**config.mk**
```make
export PLATFORM = sky130hd
export DESIGN_NAME = tx_pwr_seq
export DESIGN_NICKNAME = d
export VERILOG_FILES = /design/src/rtl/tps_pkg.sv /design/src/rtl/tps_sync.sv /design/src/rtl/tps_rst_filter.sv /design/src/rtl/tps_down_timer.sv /design/src/rtl/tx_pwr_seq.sv
export SDC_FILE = /design/constraint.sdc
export NUM_CORES = 1
export LEC_CHECK = 0
export ABC_AREA = 1
export BUFFER_PORTS_ARGS = -buffer_cell sky130_fd_sc_hd__clkbuf_2
export CORE_ASPECT_RATIO = 1.2
export CORE_MARGIN = 1
export CORE_UTILIZATION = 23
export CTS_BUF_LIST = sky130_fd_sc_hd__clkbuf_8
export CTS_CLUSTER_DIAMETER = 30
export DETAILED_ROUTE_END_ITERATION = 8
export PLACE_DENSITY = 0.44
export SLEW_MARGIN = 25
export SYNTH_ARGS = -nofsm -noshare
export SYNTH_HDL_FRONTEND = slang
export SYNTH_SLANG_ARGS = --single-unit
```
**constraint.sdc**
```tcl
create_clock -name clk -period 2.2 [get_ports clk]
set_clock_uncertainty 0.15 [all_clocks]
set_input_delay 0 -clock clk [delete_from_list [all_inputs] [get_ports clk]]
set_output_delay 0 -clock clk [all_outputs]
set_load 0.005 [all_outputs]
```
**src/rtl/tps_pkg.sv**
```systemverilog
package tps_pkg;
  // Causes that restart the whole transmit side.
  typedef struct packed {
    logic hw_rel;
    logic sw_rst;
  } rst_evt_t;

  function automatic logic any_evt(input rst_evt_t e);
    return e.hw_rel | e.sw_rst;
  endfunction
endpackage

```
**src/rtl/tps_sync.sv**
```systemverilog
module tps_sync #(
  parameter int STAGES = 2,
  parameter bit INIT   = 1'b0
) (
  input  logic clk,
  input  logic rst,
  input  logic d,
  output logic q
);
  logic [STAGES-1:0] sh;

  always_ff @(posedge clk) begin
    if (rst) sh <= {STAGES{INIT}};
    else     sh <= {sh[STAGES-2:0], d};
  end

  assign q = sh[STAGES-1];
endmodule

```
**src/rtl/tps_rst_filter.sv**
```systemverilog
module tps_rst_filter #(
  parameter int MIN_CYC = 13
) (
  input  logic clk,
  input  logic rst,
  input  logic rst_n_s,
  output logic act,
  output logic rel
);
  localparam int W = $clog2(MIN_CYC + 1);

  logic [W-1:0] lowcnt;
  logic         act_q;

  always_ff @(posedge clk) begin
    if (rst || rst_n_s) begin
      lowcnt <= '0;
      act_q  <= 1'b0;
    end else begin
      if (lowcnt != W'(MIN_CYC)) lowcnt <= lowcnt + W'(1);
      if (lowcnt == W'(MIN_CYC - 1)) act_q <= 1'b1;
    end
  end

  assign act = act_q;
  assign rel = act_q & rst_n_s;

  // qualification only ever follows a low sample
  assert_short_pulse_ignored_R6: assert property (@(posedge clk) disable iff (rst)
    $rose(act_q) |-> $past(!rst_n_s));
endmodule

```
**src/rtl/tps_down_timer.sv**
```systemverilog
module tps_down_timer #(
  parameter int LIMIT = 80
) (
  input  logic clk,
  input  logic rst,
  input  logic load,
  input  logic step,
  output logic zero_nxt
);
  localparam int W = $clog2(LIMIT + 1);

  logic [W-1:0] cnt, cnt_nxt;

  always_comb begin
    if (load)                    cnt_nxt = W'(LIMIT);
    else if (step && cnt != '0)  cnt_nxt = cnt - W'(1);
    else                         cnt_nxt = cnt;
  end

  always_ff @(posedge clk) begin
    if (rst) cnt <= W'(LIMIT);
    else     cnt <= cnt_nxt;
  end

  assign zero_nxt = (cnt_nxt == '0);

  // counter never leaves its range
  assert_timer_range_R4: assert property (@(posedge clk) disable iff (rst)
    cnt <= W'(LIMIT));
endmodule

```
**src/rtl/tx_pwr_seq.sv**
```systemverilog
module tx_pwr_seq #(
  parameter int MIN_RST_CYC = 13,
  parameter int HOLD_MCLK   = 80,
  parameter int SETTLE_CYC  = 125000,
  parameter int SYNC_STAGES = 2
) (
  input  logic clk,
  input  logic rst,
  input  logic hw_rst_n,
  input  logic pwrdn_n,
  input  logic sw_reset,
  input  logic sw_txoff,
  input  logic pll_settled,
  input  logic mult_chg,
  input  logic mclk_en,
  output logic tx_clk_en,
  output logic cic_rst,
  output logic regs_rst,
  output logic ctrl_rst,
  output logic tx_ready
);
  import tps_pkg::*;

  logic pwr_s, hw_s, hw_act, hw_rel;
  logic pd_c, hold_z, settle_z;
  rst_evt_t evt;

  tps_sync #(.STAGES(SYNC_STAGES), .INIT(1'b0)) u_sync_pd (
    .clk(clk), .rst(rst), .d(pwrdn_n), .q(pwr_s));

  tps_sync #(.STAGES(SYNC_STAGES), .INIT(1'b1)) u_sync_hw (
    .clk(clk), .rst(rst), .d(hw_rst_n), .q(hw_s));

  tps_rst_filter #(.MIN_CYC(MIN_RST_CYC)) u_filt (
    .clk(clk), .rst(rst), .rst_n_s(hw_s), .act(hw_act), .rel(hw_rel));

  assign evt.hw_rel = hw_rel;
  assign evt.sw_rst = sw_reset;

  assign pd_c = hw_act | ~pwr_s | sw_txoff;

  // CIC flush hold, counted in MCLK strobes after power-down ends
  tps_down_timer #(.LIMIT(HOLD_MCLK)) u_hold (
    .clk(clk), .rst(rst), .load(pd_c | any_evt(evt)), .step(mclk_en),
    .zero_nxt(hold_z));

  // PLL settle window, counted in system clocks
  tps_down_timer #(.LIMIT(SETTLE_CYC)) u_settle (
    .clk(clk), .rst(rst), .load(any_evt(evt) | mult_chg | hw_act), .step(1'b1),
    .zero_nxt(settle_z));

  always_ff @(posedge clk) begin
    if (rst) begin
      tx_clk_en <= 1'b0;
      cic_rst   <= 1'b1;
      regs_rst  <= 1'b1;
      ctrl_rst  <= 1'b1;
      tx_ready  <= 1'b0;
    end else begin
      tx_clk_en <= ~pd_c;
      cic_rst   <= ~hold_z;
      regs_rst  <= any_evt(evt);
      ctrl_rst  <= evt.hw_rel;
      tx_ready  <= ~pd_c & hold_z & settle_z & pll_settled;
    end
  end

  // synchronized power-down closes the gate and holds the CIC
  assert_pd_gates_clk_R2: assert property (@(posedge clk) disable iff (rst)
    !pwr_s |=> (!tx_clk_en && cic_rst));
  // software transmit-off acts at the next edge
  assert_swoff_gates_R3: assert property (@(posedge clk) disable iff (rst)
    sw_txoff |=> !tx_clk_en);
  // CIC is held whenever the clock gate is shut
  assert_clkoff_holds_cic_R4: assert property (@(posedge clk) disable iff (rst)
    !tx_clk_en |-> cic_rst);
  // software reset spares the control register
  assert_swrst_spares_ctrl_R8: assert property (@(posedge clk) disable iff (rst)
    (sw_reset && !hw_rel) |=> (regs_rst && !ctrl_rst && !tx_ready));
  // ready needs lock
  assert_ready_needs_pll_R9: assert property (@(posedge clk) disable iff (rst)
    !pll_settled |=> !tx_ready);
  // multiplier change drops ready
  assert_mchg_drops_ready_R10: assert property (@(posedge clk) disable iff (rst)
    mult_chg |=> !tx_ready);
  // ready only with an open gate and a released CIC
  assert_ready_clean_R11: assert property (@(posedge clk) disable iff (rst)
    tx_ready |-> (tx_clk_en && !cic_rst));
endmodule

```
Word-level counts from Yosys, hierarchy flattened --
Index checks and enable logic that the tools add are counted.
Word-level totals: word-level logic and storage cells 39, register bits after elaboration 38
Cells by class: muxes and demuxes 4, reduce and logical (&&, ||, !) cells 6, $add $sub $neg 3, bitwise gates (word level) 13, equal/unequal tests 2
Operator list (number):
- $mux W17 | 2
- $logic_not A17 Y1 | 1
- $reduce_bool A17 Y1 | 1
- $sub A17 B1 Y17 const B | 1
- $mux W7 | 2
- $logic_not A7 Y1 | 1
- $reduce_bool A7 Y1 | 1
- $sub A7 B1 Y7 const B | 1
- $or A1 B1 Y1 | 6
- $add A4 B1 Y4 const B | 1
- $and A1 B1 Y1 | 4
- $eq A4 B4 Y1 const B | 1
- $ne A4 B4 Y1 const B | 1
- $not A1 Y1 | 3
- $logic_and A1 B1 Y1 | 1
- $logic_or A1 B1 Y1 | 1

Logic depth before layout (Yosys ltp) --
depth after elaboration 9, depth in mapped cells 13, mapped depth without buffers 13

Cells and area by module --
A second synthesis with hierarchy kept.
Unflattened totals: cell total of the unflattened synthesis 356, area total of the unflattened synthesis 2306.0 µm²
Modules (own cells, without submodules):
- tps_down_timer at u_settle | seq. area each 340.3 µm², cells each 202, instances 1, area an instance 1241.2 µm²
- tps_down_timer at u_hold | seq. area each 140.1 µm², cells each 76, instances 1, area an instance 488.0 µm²
- tps_rst_filter | seq. area each 100.1 µm², cells each 42, instances 1, area an instance 282.8 µm²
- tx_pwr_seq | seq. area each 100.1 µm², cells each 23, instances 1, area an instance 180.2 µm²
- tps_sync at u_sync_hw | seq. area each 40.0 µm², cells each 7, instances 1, area an instance 58.8 µm²
- tps_sync at u_sync_pd | seq. area each 40.0 µm², cells each 6, instances 1, area an instance 55.1 µm²

Worst setup path before layout --
No wires, ideal clock.
path kind register to register, start register u_settle.cnt[0], end register tx_ready, required time 1.986 ns, cell stages (with the launch flop) 12, path slack 0.473 ns, period minus slack after synthesis 1.727 ns, library setup time 0.064 ns, arrival time 1.513 ns, buffers on the path 1, cell sequence dfxtp_1 -> inv_1 -> ha_1 -> nand2_4 -> nor2_8 -> nand3_4 -> buf_6 -> a21oi_4 -> nand2_1 -> nor2_1 -> nand4_1 -> nor2_1
Between the ends: longest elaborated chain between the ends 6
Ends and longest elaborated chain:
- from (decl) | RTL line tps_down_timer.sv:12 | logic [W-1:0] cnt, cnt_nxt;
- from (signal assigned) | RTL line tps_down_timer.sv:21 | if (rst) cnt <= W'(LIMIT);
- from (signal assigned) | RTL line tps_down_timer.sv:22 | else cnt <= cnt_nxt;
- $sub A17 B1 Y17 / $reduce_bool A17 Y1 (equally long branches) | RTL line tps_down_timer.sv:16 | else if (step && cnt != '0) cnt_nxt = cnt - W'(1);
- $mux W17 (*) | RTL line tps_down_timer.sv:16
- $mux W17 (*) | RTL line tps_down_timer.sv:15 | if (load) cnt_nxt = W'(LIMIT);
- $logic_not A17 Y1 (*) | RTL line tps_down_timer.sv:25 | assign zero_nxt = (cnt_nxt == '0);
- $and A1 B1 Y1 (*) (2 in a row) | RTL line tx_pwr_seq.sv:64 | tx_ready <= ~pd_c & hold_z & settle_z & pll_settled;
- to (signal assigned) | RTL line tx_pwr_seq.sv:64
- to (decl) | RTL line tx_pwr_seq.sv:20 | output logic tx_ready
Every way passes the cells marked *; elsewhere a longest branch is shown, timed or not. A chain may end at the register's enable or synchronous reset.

Worst setup path after layout --
Ends and elaborated chain as after synthesis.

==> results.txt <==
- Starting Density: 23.8%
- In this run the worst hold path is classified as in -> reg.
- Of all flip-flops after synthesis, the portion carrying an async set or reset was 0%.
- Chip height: 105 microns
- Buffers inserted during clock tree synthesis total 5.
* Clock Path Buffers: 2
* Netlist cell types: 31
- Multiplexer share of the synthesized area: 0%
* Kind of end point of the critical path: register
- Fillers: between 900 and 1,000
- Clock insertion delay at the later pin of the skew report: 0.29 ns
- Fraction of the mapped netlist area in adder cells: 3.69%
- Clock tree synthesis found a total of 38 sinks.
- Power per cell area: between 500 and 600 nW/um^2
* Share of cells above drive strength 1: roughly 14%
- Library cell used as clock root buffer: clkbuf_8
- During synthesis, Yosys emitted a total of 0 warnings.
* Final Net Count: around 330
- Core footprint: roughly 8600 sq um
- The endpoint identified for the worst register-to-register timing path is tx_ready$_SDFF_PP0_.
* Register bit count reported by yosys: 38
* FF-to-FF Start: u_settle.cnt[0]$_SDFF_PP0_
- At the pin with the least slew margin, the transition time is approximately 0.31 ns.
- In this run the post-CTS setup repair buffer count came out at 0.
- Area share of the leading cell type in the synthesized netlist: between 30% and 40%
- Crit path DAT: ~2.1 ns
- Setup repair after global routing left no endpoint under its margin.
* Number of top-level pins: 14
* Met2 usage: between 20% and 30%
- Chip width: around 88 microns
- Sequential area share after synthesis: a little under two fifths
- Based on the critical path, the design can be clocked at up to slightly above 0.5 GHz.
* Initial antenna violation count: 0
- The die covers about 9200 sq um.
* Most used standard cells in the synthesized netlist: nand2_1 (70), nor2_1 (46), dfxtp_1 (38)
- VDD sags by at most 216 uV.
* Headroom to the max-slew limit: between 70% and 80%
- The first detailed-routing pass took 4 iterations.
- Layer with the highest usage: met2
- Each instance of the synthesized netlist takes up on average 7.02 sq um.
- For this run, design rule violations remaining after detail routing come to 0.
* Clock slew at the register clock pins of the worst setup and hold paths: ~0.08 ns
- Across the run, the number of max-cap violations was 0.
- Worst endpoint required time: between 2 and 2.5 ns
- In the post-synthesis netlist, the cell with the most instances is nand2_1.
- Antenna Diode Count: 0
- The detail route stage leaves a number of antenna-violating nets equal to 0.
- Mapped Area: roughly 2000 sq um
* Maximum number of pins on one net before global-route repair: 19
- Global routing consumed, over all layers together, between 10% and 20% of the routing resources.
- Final Hold Vio Count: 0
- RD Place Congestion: ~0.78
* Flip-flop cell with the highest count after synthesis: dfxtp_1
- Final core area utilization: between 20% and 30%
* Most area-consuming cells after synthesis: dfxtp_1 (37%), nand2_1 (13%), nor2_1 (8.5%)
- After synthesis, the largest family of logic cells by area is simple AND/OR/NAND/NOR gates.
- Dividing the final minimum period by the clock period gives between 80 and 90%.
- Post-synth EDFFs: 0
- GR Util met1: around an eighth
- Sum of internal, switching and leakage power: between 1 and 1.5 mW
- Number of cells produced by synthesis: 290
* Worst reg-to-reg path cell count: 12
- In this run the core area contains 37 standard-cell rows.
* Setup tns final: 0 ns
- The number of max-slew violations in the final report is 0.
- Sum of overflow across all layers after global routing: 0
- Iter 0 DRT Violations: 75
- After detailed routing, the average wire length per cell comes to 10.8 microns.
* Wire length of the first global-routing pass: 8200 microns
- Area share of xor/xnor cells in the synthesized design: under 10%
- Via count: between 1,500 and 2,000
* Number of setup violations in the final report: 0
- Setup slack, reg-to-reg: roughly 0.24 ns
* Cell taking the most area after synthesis: dfxtp_1
- TritonCTS clock tree: built
* Vias in the first global route: between 1,500 and 2,000
- Worst setup path category: reg -> reg
* Met3 track utilization from global routing: under 10%
- Relative area change from synthesis to final layout: 19.4%
* Compound-gate portion of the synthesized area: under 10%
- The HPWL after detailed placement is 3630 microns.
- Minimum clock period: a little under 2 ns
- The most critical setup path has its endpoint at tx_ready$_SDFF_PP0_.
* Mean number of vias per cell: 4.16
- In this run the static leakage power is between 1 and 1.5 nW.
* Post-synthesis share of cell area spent on and, or, nand and nor gates: about two fifths
- The final layout contains routed wiring with a total length of approximately 4700 microns.
* Mapped Nets: 305
* Status: complete, no violations
- The most critical setup path has its startpoint at u_settle.cnt[0]$_SDFF_PP0_.
* Number of port buffers: 13
- The H-tree generated during clock tree synthesis spans 2 levels.
- Of all nets on the critical path, the largest fanout is 16.
- Setup crit start kind: register
-- registers in the layout, summed over array words and instances, names as in the netlist, 2 cells and up --
signal	cells
u_filt.lowcnt	4
u_hold.cnt	7
u_sync_hw.sh	2
u_settle.cnt	17
u_sync_pd.sh	2
-- worst max-delay path, cell delays in order, from the launching register on --
cell and delay [ns]:
dfxtp_1 0.32, inv_1 0.10, ha_2 0.25, nand2_4 0.10, nor2_8 0.16, nand3_4 0.21, nand2_1 0.17, nor2_1 0.05
nor2_1 0.10, nand2_1 0.05, nor2_1 0.08, nand3_1 0.08, nor2_1 0.08
-- cell type report --
class / count / area, sq um / share of cell area, %
clock buffers: 6 / 82.6 / 3.40
inverters: 36 / 135 / 5.56
clock inverters: 2 / 12.5 / 0.515
multi-input cells: 212 / 1120 / 46.0
well taps: 117 / 146 / 6.02
flip-flops and latches: 38 / 761 / 31.3
repair buffers: 25 / 175 / 7.21
-- where the power goes --
part,total (mW),internal (mW),leakage [nW],switching [mW]
Clock,0.518,0.252,0.0472,0.266
Combinational,0.106,0.0427,0.764,0.0629
Sequential,0.704,0.698,0.309,0.00627
-- per-layer routing --
layer  part of all wire (%)  wire (microns)
met1                     43            2030
met2                     52            2460
met3                    2.0              93
met4                    2.2             105
met5                      0               0
-- timing repair --
item	4_1_cts	5_1_grt
resized for setup	0	1
setup endpoints to repair	0	1
endpoints found under the hold margin	25	0
hold buffers	8	0
-- cell usage in the layout (no fill, tap or decap), drive strengths merged --
master       synthesis  routed
inv                 35      35
nand3b               5       5
or2                  4       4
xor2                 8       8
clkinv               1       2
a21boi               1       1
dfxtp               38      38
dlygate4sd3          0       8
nand3               31      31
buf                  2       4
clkinvlp             0       1
clkbuf               2      19
nand4                7       7
o21ai                9       9
nor3                 5       5
ha                   6       6
a21oi                6       6
and2                 1       1
xnor2                2       2
nand2               74      74
o211ai               1       1
nor2                52      52
-- worst min path at each step --
stage                            endpoint         from  cells after the start  slack (ns)
6_report              tx_ready$_SDFF_PP0_  pll_settled                      7        0.05
5_1_grt               tx_ready$_SDFF_PP0_  pll_settled                      7        0.07
4_1_cts               tx_ready$_SDFF_PP0_  pll_settled                      7        0.07
3_5_place_dp   u_sync_hw.sh[0]$_SDFF_PP1_     hw_rst_n                      2        0.04
3_3_place_gp   u_sync_hw.sh[0]$_SDFF_PP1_     hw_rst_n                      2        0.04
2_1_floorplan        tx_clk_en$_SDFF_PP0_          rst                      1       -0.07
-- through the flow --
step	setup WS [ns]	std cells	area [sq um]	hold WS, ns
global placement	0.189	420	2250	0.0389
global route	0.0577	436	2430	0.0694
CTS	0.160	436	2430	0.0661
floorplan	0.473	290	2040	-0.0659
finish	0.237	436	2430	0.0537
detailed placement	0.188	420	2250	0.0445
-- logic make-up (layout without fill, tap and decap cells) --
group / after synthesis / count (layout)
AO/OA/AOI/OAI: 17 / 17
XOR/XNOR: 10 / 10
adder cells (fa/ha/maj): 6 / 6
buffers and inverters: 40 / 69
flip-flops: 38 / 38
AND/OR/NAND/NOR: 179 / 179
(Power assumes the default switching activity.)
